**src/rtl/pfb_pkg.sv**
```systemverilog
`timescale 1ns/1ps
package pfb_pkg;
  localparam int POL_W = 5;

  typedef enum logic [POL_W-1:0] {
    PF_RW    = 5'd0,
    PF_RO    = 5'd1,
    PF_WO    = 5'd2,
    PF_W1C   = 5'd3,
    PF_W0C   = 5'd4,
    PF_W1S   = 5'd5,
    PF_W0S   = 5'd6,
    PF_W1T   = 5'd7,
    PF_W0T   = 5'd8,
    PF_WONCE = 5'd9,
    PF_RC    = 5'd10,
    PF_RS    = 5'd11,
    PF_WRC   = 5'd12,
    PF_WRS   = 5'd13,
    PF_WSRC  = 5'd14,
    PF_WCRS  = 5'd15,
    PF_WRES  = 5'd16
  } policy_e;
endpackage

```
**src/rtl/polfield_cell.sv**
```systemverilog
`timescale 1ns/1ps
// One field: stored bits, policy-driven next state, read view.
module polfield_cell #(
  parameter int              W         = 8,
  parameter pfb_pkg::policy_e POLICY   = pfb_pkg::PF_RW,
  parameter logic [W-1:0]    RESET_VAL = '0
) (
  input  logic         clk,
  input  logic         rst,
  input  logic         wr_hit,
  input  logic         rd_hit,
  input  logic [W-1:0] wdata,
  output logic [W-1:0] q,
  output logic [W-1:0] rview
);
  import pfb_pkg::*;

  localparam logic [W-1:0] ONES = {W{1'b1}};

  logic         taken;   // write-once: first write already accepted
  logic [W-1:0] q_nxt;

  generate
    if (POLICY == PF_WONCE) begin : g_once
      logic taken_q;
      always_ff @(posedge clk) begin
        if (rst)         taken_q <= 1'b0;
        else if (wr_hit) taken_q <= 1'b1;
      end
      assign taken = taken_q;
    end else begin : g_nonce
      assign taken = 1'b0;
    end

    if (POLICY == PF_WO) begin : g_wo_view
      assign rview = '0;
    end else begin : g_view
      assign rview = q;
    end
  endgenerate

  // write action always outranks the read side effect
  always_comb begin
    q_nxt = q;
    case (POLICY)
      PF_RO:    q_nxt = q;
      PF_W1C:   if (wr_hit) q_nxt = q & ~wdata;
      PF_W0C:   if (wr_hit) q_nxt = q & wdata;
      PF_W1S:   if (wr_hit) q_nxt = q | wdata;
      PF_W0S:   if (wr_hit) q_nxt = q | ~wdata;
      PF_W1T:   if (wr_hit) q_nxt = q ^ wdata;
      PF_W0T:   if (wr_hit) q_nxt = q ^ ~wdata;
      PF_WONCE: if (wr_hit && !taken) q_nxt = wdata;
      PF_RC:    if (rd_hit) q_nxt = '0;
      PF_RS:    if (rd_hit) q_nxt = ONES;
      PF_WRC: begin
        if (wr_hit)      q_nxt = wdata;
        else if (rd_hit) q_nxt = '0;
      end
      PF_WRS: begin
        if (wr_hit)      q_nxt = wdata;
        else if (rd_hit) q_nxt = ONES;
      end
      PF_WSRC: begin
        if (wr_hit)      q_nxt = ONES;
        else if (rd_hit) q_nxt = '0;
      end
      PF_WCRS: begin
        if (wr_hit)      q_nxt = '0;
        else if (rd_hit) q_nxt = ONES;
      end
      PF_WRES:  if (wr_hit) q_nxt = RESET_VAL;
      default:  if (wr_hit) q_nxt = wdata;   // RW, WO, unused codes
    endcase
  end

  always_ff @(posedge clk) begin
    if (rst) q <= RESET_VAL;
    else     q <= q_nxt;
  end
endmodule

```
**src/rtl/polfield_rdmux.sv**
```systemverilog
`timescale 1ns/1ps
// Registered read port: select by address, zero for unmapped or idle.
module polfield_rdmux #(
  parameter int NUM_FIELDS = 17,
  parameter int DATA_W     = 8,
  parameter int ADDR_W     = 5
) (
  input  logic                         clk,
  input  logic                         rst,
  input  logic [ADDR_W-1:0]            addr,
  input  logic                         rd_en,
  input  logic [NUM_FIELDS*DATA_W-1:0] rd_vals,
  output logic                         rd_valid,
  output logic [DATA_W-1:0]            rd_data
);
  logic [DATA_W-1:0] sel;

  always_comb begin
    sel = '0;
    for (int i = 0; i < NUM_FIELDS; i++) begin
      if (int'(addr) == i) sel = rd_vals[i*DATA_W +: DATA_W];
    end
  end

  always_ff @(posedge clk) begin
    if (rst) begin
      rd_valid <= 1'b0;
      rd_data  <= '0;
    end else begin
      rd_valid <= rd_en;
      rd_data  <= rd_en ? sel : '0;
    end
  end
endmodule

```
**src/rtl/polfield_bank.sv**
```systemverilog
`timescale 1ns/1ps
module polfield_bank #(
  parameter int NUM_FIELDS = 17,
  parameter int DATA_W     = 8,
  parameter int ADDR_W     = 5,
  parameter logic [NUM_FIELDS*pfb_pkg::POL_W-1:0] POLICY_VEC = '0,
  parameter logic [NUM_FIELDS*DATA_W-1:0]         RESET_VEC  = '0
) (
  input  logic              clk,
  input  logic              rst,
  input  logic [ADDR_W-1:0] addr,
  input  logic              wr_en,
  input  logic [DATA_W-1:0] wr_data,
  input  logic              rd_en,
  output logic              rd_valid,
  output logic [DATA_W-1:0] rd_data
);
  localparam int PW = pfb_pkg::POL_W;

  logic [NUM_FIELDS*DATA_W-1:0] field_q;
  logic [NUM_FIELDS*DATA_W-1:0] rd_vals;

  for (genvar i = 0; i < NUM_FIELDS; i++) begin : g_fld
    polfield_cell #(
      .W         (DATA_W),
      .POLICY    (pfb_pkg::policy_e'(POLICY_VEC[i*PW +: PW])),
      .RESET_VAL (RESET_VEC[i*DATA_W +: DATA_W])
    ) u_cell (
      .clk    (clk),
      .rst    (rst),
      .wr_hit (wr_en && (addr == ADDR_W'(i))),
      .rd_hit (rd_en && (addr == ADDR_W'(i))),
      .wdata  (wr_data),
      .q      (field_q[i*DATA_W +: DATA_W]),
      .rview  (rd_vals[i*DATA_W +: DATA_W])
    );
  end

  polfield_rdmux #(
    .NUM_FIELDS (NUM_FIELDS),
    .DATA_W     (DATA_W),
    .ADDR_W     (ADDR_W)
  ) u_rdmux (
    .clk      (clk),
    .rst      (rst),
    .addr     (addr),
    .rd_en    (rd_en),
    .rd_vals  (rd_vals),
    .rd_valid (rd_valid),
    .rd_data  (rd_data)
  );
endmodule

```
**config.mk**
```make
export PLATFORM = sky130hd
export DESIGN_NAME = polfield_bank
export DESIGN_NICKNAME = d
export VERILOG_FILES = /design/src/rtl/pfb_pkg.sv /design/src/rtl/polfield_cell.sv /design/src/rtl/polfield_rdmux.sv /design/src/rtl/polfield_bank.sv
export SDC_FILE = /design/constraint.sdc
export NUM_CORES = 1
export LEC_CHECK = 0
export ABC_CLOCK_PERIOD_IN_PS = 1660
export BUFFER_PORTS_ARGS = -buffer_cell sky130_fd_sc_hd__buf_2
export CORE_MARGIN = 2
export CORE_UTILIZATION = 25
export CTS_CLUSTER_DIAMETER = 100
export CTS_CLUSTER_SIZE = 12
export DETAILED_ROUTE_END_ITERATION = 16
export PLACE_DENSITY = 0.47
export SLEW_MARGIN = 20
export SYNTH_ARGS = -nofsm -noshare
export SYNTH_HDL_FRONTEND = slang
export SYNTH_SLANG_ARGS = --single-unit
```
**constraint.sdc**
```tcl
create_clock -name clk -period 1.66 [get_ports clk]
set_input_delay 0.166 -clock clk [delete_from_list [all_inputs] [get_ports clk]]
set_output_delay 0.166 -clock clk [all_outputs]
set_load 0.1 [all_outputs]
```
# ---- Word-level counts from Yosys, hierarchy flattened
# Index checks and enable logic that the tools add are counted.
dict set report classes {
  bitwise 1
  n_reduce_logical 20
  n_eq_ne 32
  n_mux 17
}
# op count
set ops {}
lappend ops {{2-to-1 mux 8 bit} 17}
lappend ops {{equality test 5 x 4 -> 1 bit (second input constant)} 12}
lappend ops {{equality test 5 bit (second input constant)} 10}
lappend ops {{equality test 5 x 3 -> 1 bit (second input constant)} 6}
lappend ops {{logical AND 1 bit} 17}
lappend ops {{equality test 5 x 2 -> 1 bit (second input constant)} 3}
lappend ops {{logical NOT 5 bit} 2}
lappend ops {{equality test 5 x 1 -> 1 bit (second input constant)} 1}
lappend ops {{OR reduction 2 bit} 1}
lappend ops {{NOT 1 bit} 1}
dict set report word_totals {
  ff_bits 145
  wordCells 89
  in_bits 17
}

# ---- Longest topological paths before layout
dict set report logic_depth {
  word_depth 18
  ltp_mapped 9
}

# ---- Cells and area by module
# Synthesis repeated with hierarchy kept, for this count alone.
dict set report unflattened {
  cells_unflattened 895
  hier_area_um2 8117.8
}
# mod cells_per_inst area_per_inst_um2 instances
set by_module_without_submodules {}
lappend by_module_without_submodules {polfield_cell 34 345.3 17}
lappend by_module_without_submodules {polfield_rdmux 264 1973.1 1}
lappend by_module_without_submodules {polfield_bank 53 274.0 1}

# ---- Worst setup path after synthesis
# No wires, ideal clock.
dict set report synth_timing {
  path_type {input to register}
  start {in addr[0]}
  end {reg u_rdmux.rd_data[0]}
  slack_ns 0.172
  arrival_time_ns 1.373
  path_stages 6
  setup_time_ns 0.114
  required_ns 1.546
  path_cell_list {buf_2 -> or2_1 -> buf_2 -> or3_1 -> a31oi_1 -> a21bo_1}
}
dict set report synth_via {
  elab_chain_cells 18
  elab_cells_between_ends 34
}
# element line_no
set synth_rtl {}
lappend synth_rtl {{from (decl)} polfield_bank.sv:11} ;# input logic [ADDR_W-1:0] addr,
lappend synth_rtl {{logical NOT 5 bit} polfield_rdmux.sv:21} ;# if (int'(addr) == i) sel = rd_vals[i*DATA_W +: DATA_W];
lappend synth_rtl {{2-to-1 mux 8 bit (16 in series)} polfield_rdmux.sv:21}
lappend synth_rtl {{2-to-1 mux 8 bit *} polfield_rdmux.sv:21}
lappend synth_rtl {{to (signal assigned)} polfield_rdmux.sv:31} ;# rd_data <= rd_en ? sel : '0;
lappend synth_rtl {{to (decl)} polfield_rdmux.sv:14} ;# output logic [DATA_W-1:0] rd_data
# Mark *: on every way between the ends. The rest lies on a longest branch, timed or not.
# A chain may end at the register's enable or synchronous reset.

# ---- Worst setup path in the final report
dict set report layout_timing {
  start {in addr[1]}
  end {reg u_rdmux.rd_data[3]}
}
# Same word-level chain as after synthesis.

==> Flow_metrics.wiki <==
{| class="wikitable"
! Metric !! Value
|-
| Fraction of final layout cells sized beyond drive strength 1 || 22.59%
|-
| Number of violations of the max-capacitance limit || 0
|-
| Crit path max fanout || 22
|-
| Crit path buffers/inverters || 2
|-
| Number of standard cells in the layout, taps in and fillers out || 1312
|-
| Multi-input gate area || 0.003684 sq mm
|-
| CTS Hold Bufs || 0
|-
| Number of vias after detailed routing || 6402
|-
| Required time worst endpoint || 1960 ps
|-
| Slew Viols, Final || 0
|-
| Sum of routed wire length over all layers || 25.05 mm
|-
| Maximum clock skew at final layout || 8.944 ps
|-
| # port buffers || 25
|-
| Max Clk Rate || 0.6229 GHz
|-
| Area growth syn-to-layout || 26.21%
|-
| Outcome || finished clean
|-
| Overall overflow remaining after global route || 0
|-
| Number of antenna violations at the first check in global routing || 0
|-
| Via count of the first global-routing pass || 6260
|-
| Critical path arrival || 1910 ps
|-
| Die Footprint || 0.02942 sq mm
|-
| Total of endpoints with negative setup slack in the final report || 0
|-
| TritonCTS clock tree || built
|-
| Number of nets in the finished design || 938
|-
| Post-CTS setup repair buffer count || 0
|-
| Leak || 0.003629 uW
|-
| Average footprint of a synthesized cell || 8.444 sq um
|-
| Remaining antenna violation count after routing || 0
|-
| Hold WC Path Type || in2reg
|-
| Final total negative setup slack || 0 ps
|-
| Count of flip-flops with a built-in enable after synthesis || 0
|-
| Cell Pwr Density || 931.2 mW/mm^2
|-
| GRT Resource Usage Total || 17.73%
|-
| Most common cell after layout, fill and taps aside || sky130_fd_sc_hd__dfxtp_1
|-
| Count of endpoints failing hold in the final timing report || 0
|-
| Clock transition at the registers of the reported paths || 70 ps
|-
| Routed wirelength normalized by instance count || 19.09 um
|-
| Final critical-path required period || 1605 ps
|-
| Critical Path Slowest Stage Cell || sky130_fd_sc_hd__o31ai_1
|-
| Last weighted congestion value of the routability-driven placer || 0.8682
|-
| Kind of end point of the critical path || register
|-
| Fill count || 2906
|-
| Type of origin of the critical path || input pin
|-
| Worst path max stage delay || 510 ps
|-
| Post-synthesis sequential element count || 145
|-
| Async S/R FF share, synth || 0%
|-
| Core Box Area || 0.02771 sq mm
|-
| Post-route DRC || 0
|-
| Share of the synthesized area in the top cell type || 41.37%
|-
| Dominant synthesized flop cell || sky130_fd_sc_hd__dfxtp_1
|-
| Largest area contributor in the synthesized netlist || sky130_fd_sc_hd__dfxtp_1
|-
| First-pass iteration count of the detailed router || 5
|-
| Flip-flop and latch area || 0.002903 sq mm
|-
| Critical path, cell by cell || buf_2 -> buf_12 -> or2_1 -> o31ai_1 -> a21oi_1 -> a2bb2oi_1 -> nand2_1
|-
| Effective utilization at floorplan || 25.33%
|-
| Htree depth || 4
|-
| Clock sinks || 145
|-
| Mapped cell area || 0.007017 sq mm
|-
| I/O Pins || 26
|-
| Die height || 171.5 um
|-
| Largest net degree at the start of global routing || 137
|-
| Placement row count || 61
|-
| Number of DRC markers after the initial detailed-route iteration || 533
|-
| Overall die width || 171.5 um
|-
| IR Drop Worst-Case VDD || 0.0006991 V
|-
| Clock insertion delay at the later pin of the skew report || 430 ps
|-
| Number of buffers created by CTS || 17
|-
| Top cells by area in the synthesized netlist || sky130_fd_sc_hd__dfxtp_1 41%, sky130_fd_sc_hd__mux2i_1 12%, sky130_fd_sc_hd__a21oi_1 6.1%
|-
| Seq/Total Area, Yosys || 41.37%
|-
| Max Buffers Root-to-Sink || 2
|-
| Placed wire-length estimate || 17.61 mm
|-
| N_diodes || 0
|-
| Number of placed instances with taps included || 1280
|-
| Number of warnings printed during yosys synthesis || 0
|-
| Buffer type at the clock tree root || sky130_fd_sc_hd__clkbuf_16
|-
| Worst setup path class || in2reg
|-
| CP top delay family || compound AO/OA/AOI/OAI gates
|-
| Worst-case headroom to the max-slew limit || 58.58%
|-
| Distinct cells, synth || 68
|-
| RSZ-0062 raised after global routing || no
|-
| Post-Syn Nets || 848
|-
| Actual transition at the worst max-transition pin || 621.3 ps
|-
| Portion of the clock cycle consumed by the worst path in the final layout || 96.70%
|-
| PostCTS Resize Cnt || 0
|-
| Via/cell ratio || 4.880
|-
| Post-synthesis instance total || 831
|-
| First-pass GRT wire length || 38.78 mm
|-
| Most frequent cells in the layout || 145 x sky130_fd_sc_hd__dfxtp_1, 118 x sky130_fd_sc_hd__buf_4, 101 x sky130_fd_sc_hd__nand2_1, 95 x sky130_fd_sc_hd__nor2_1, 85 x sky130_fd_sc_hd__a21oi_1
|}
power breakdown:
group | switching (uW) | internal, uW | total [uW]
registers | 20.1 | 3510 | 3530
clock network | 1600 | 2260 | 3850
logic | 557 | 308 | 864
cells by family (layout without fill, tap and decap cells):
logic type             count (synthesis)  count (layout)  synth area share [%]
and+or+nand+nor                      331             331                 23.29
AOI/OAI and AO/OA                    175             175                 15.76
DFF                                  145             145                 41.37
muxes                                 92              92                 13.45
buffers and inverters                 88             191                 6.134
per-layer routing:
metal	track usage [%]	up-vias	routed length (um)
met1	24.77	3088	11780
met4	6.006	0	430
met3	2.439	26	1161
met5	0	-	0
met2	27.97	183	11680
li1	-	3105	-
worst register-to-register path: stages, from the launching register on:
cell                       delay, ps
sky130_fd_sc_hd__dfxtp_1         310
sky130_fd_sc_hd__nor2b_1         130
sky130_fd_sc_hd__o221ai_1        310
sky130_fd_sc_hd__o211ai_1        210
sky130_fd_sc_hd__a31oi_1         320
sky130_fd_sc_hd__o22ai_1         150
sequential cells by signal (all words and copies together), names as in the netlist:
name              cells
u_rdmux.rd_data       8
g_fld.u_cell.q      136
u_rdmux.rd_valid      1
metrics by stage:
stage / instance area, sq um / hold WS [ps] / total power, uW / setup slack (ps) / utilization [%]
6_report: 8856 / 92.10 / 8247 / 54.72 / 31.97
5_1_grt: 8856 / 104.7 / 8522 / 33.55 / 31.97
4_1_cts: 8856 / 77.30 / 8312 / 129.9 / 31.97
3_5_place_dp: 8275 / 444.0 / 4466 / -332.6 / 29.87
3_3_place_gp: 8275 / 435.2 / 4472 / -336.3 / 29.87
2_1_floorplan: 7017 / 427.3 / 4089 / 172.0 / -
Yosys cell counts, types with 2 or more instances:
cell type,instances
sky130_fd_sc_hd__a21oi_1,85
sky130_fd_sc_hd__mux2i_1,83
sky130_fd_sc_hd__o21ai_0,11
sky130_fd_sc_hd__buf_4,9
sky130_fd_sc_hd__nand3b_1,3
sky130_fd_sc_hd__o21a_1,2
sky130_fd_sc_hd__nor2b_1,11
sky130_fd_sc_hd__o221a_2,2
sky130_fd_sc_hd__or3_1,2
sky130_fd_sc_hd__and4_1,2
sky130_fd_sc_hd__a31oi_1,8
sky130_fd_sc_hd__nand2_1,101
sky130_fd_sc_hd__a2bb2oi_1,3
sky130_fd_sc_hd__o2bb2ai_1,5
sky130_fd_sc_hd__a32oi_1,4
sky130_fd_sc_hd__a221o_1,4
sky130_fd_sc_hd__and3_1,7
sky130_fd_sc_hd__dfxtp_1,145
sky130_fd_sc_hd__nand3_2,7
sky130_fd_sc_hd__o22ai_1,12
sky130_fd_sc_hd__inv_1,7
sky130_fd_sc_hd__nand4b_1,3
sky130_fd_sc_hd__o21ai_1,2
sky130_fd_sc_hd__o31ai_1,4
sky130_fd_sc_hd__nand3_1,64
sky130_fd_sc_hd__a22oi_1,3
sky130_fd_sc_hd__mux2_2,8
sky130_fd_sc_hd__a32o_1,2
sky130_fd_sc_hd__or3b_1,3
sky130_fd_sc_hd__a211oi_1,8
sky130_fd_sc_hd__clkbuf_1,43
sky130_fd_sc_hd__nand4_1,2
sky130_fd_sc_hd__nor4b_2,2
sky130_fd_sc_hd__nor2_2,2
sky130_fd_sc_hd__nand2b_1,5
sky130_fd_sc_hd__buf_2,22
sky130_fd_sc_hd__nor3_2,2
sky130_fd_sc_hd__o211ai_1,6
sky130_fd_sc_hd__and3b_1,2
sky130_fd_sc_hd__buf_6,5
sky130_fd_sc_hd__nor3b_1,3
sky130_fd_sc_hd__nor2_1,95
sky130_fd_sc_hd__o221ai_1,4
sky130_fd_sc_hd__and2_1,4
layout make-up:
class	instances	share of cell area, %
Timing Repair Buffer	151	13.39
Inverter	8	0.3391
Multi-Input combinational cell	598	41.59
Clock inverter	12	1.512
Clock buffer	20	5.044
Tap cell	378	5.340
Sequential cell	145	32.78
worst paths after layout:
kind / start / endpoint / cells past startpoint / slack, ps
max: addr[1] / u_rdmux.rd_data[3] / 7 / 50
min: rst / u_rdmux.rd_valid / 3 / 90
max reg2reg: g_fld[4].u_cell.q[5] / u_rdmux.rd_data[5] / 5 / 100
min reg2reg: g_fld[8].u_cell.q[3] / g_fld[8].u_cell.q[3] / 2 / 450
(Power assumes the default switching activity.)
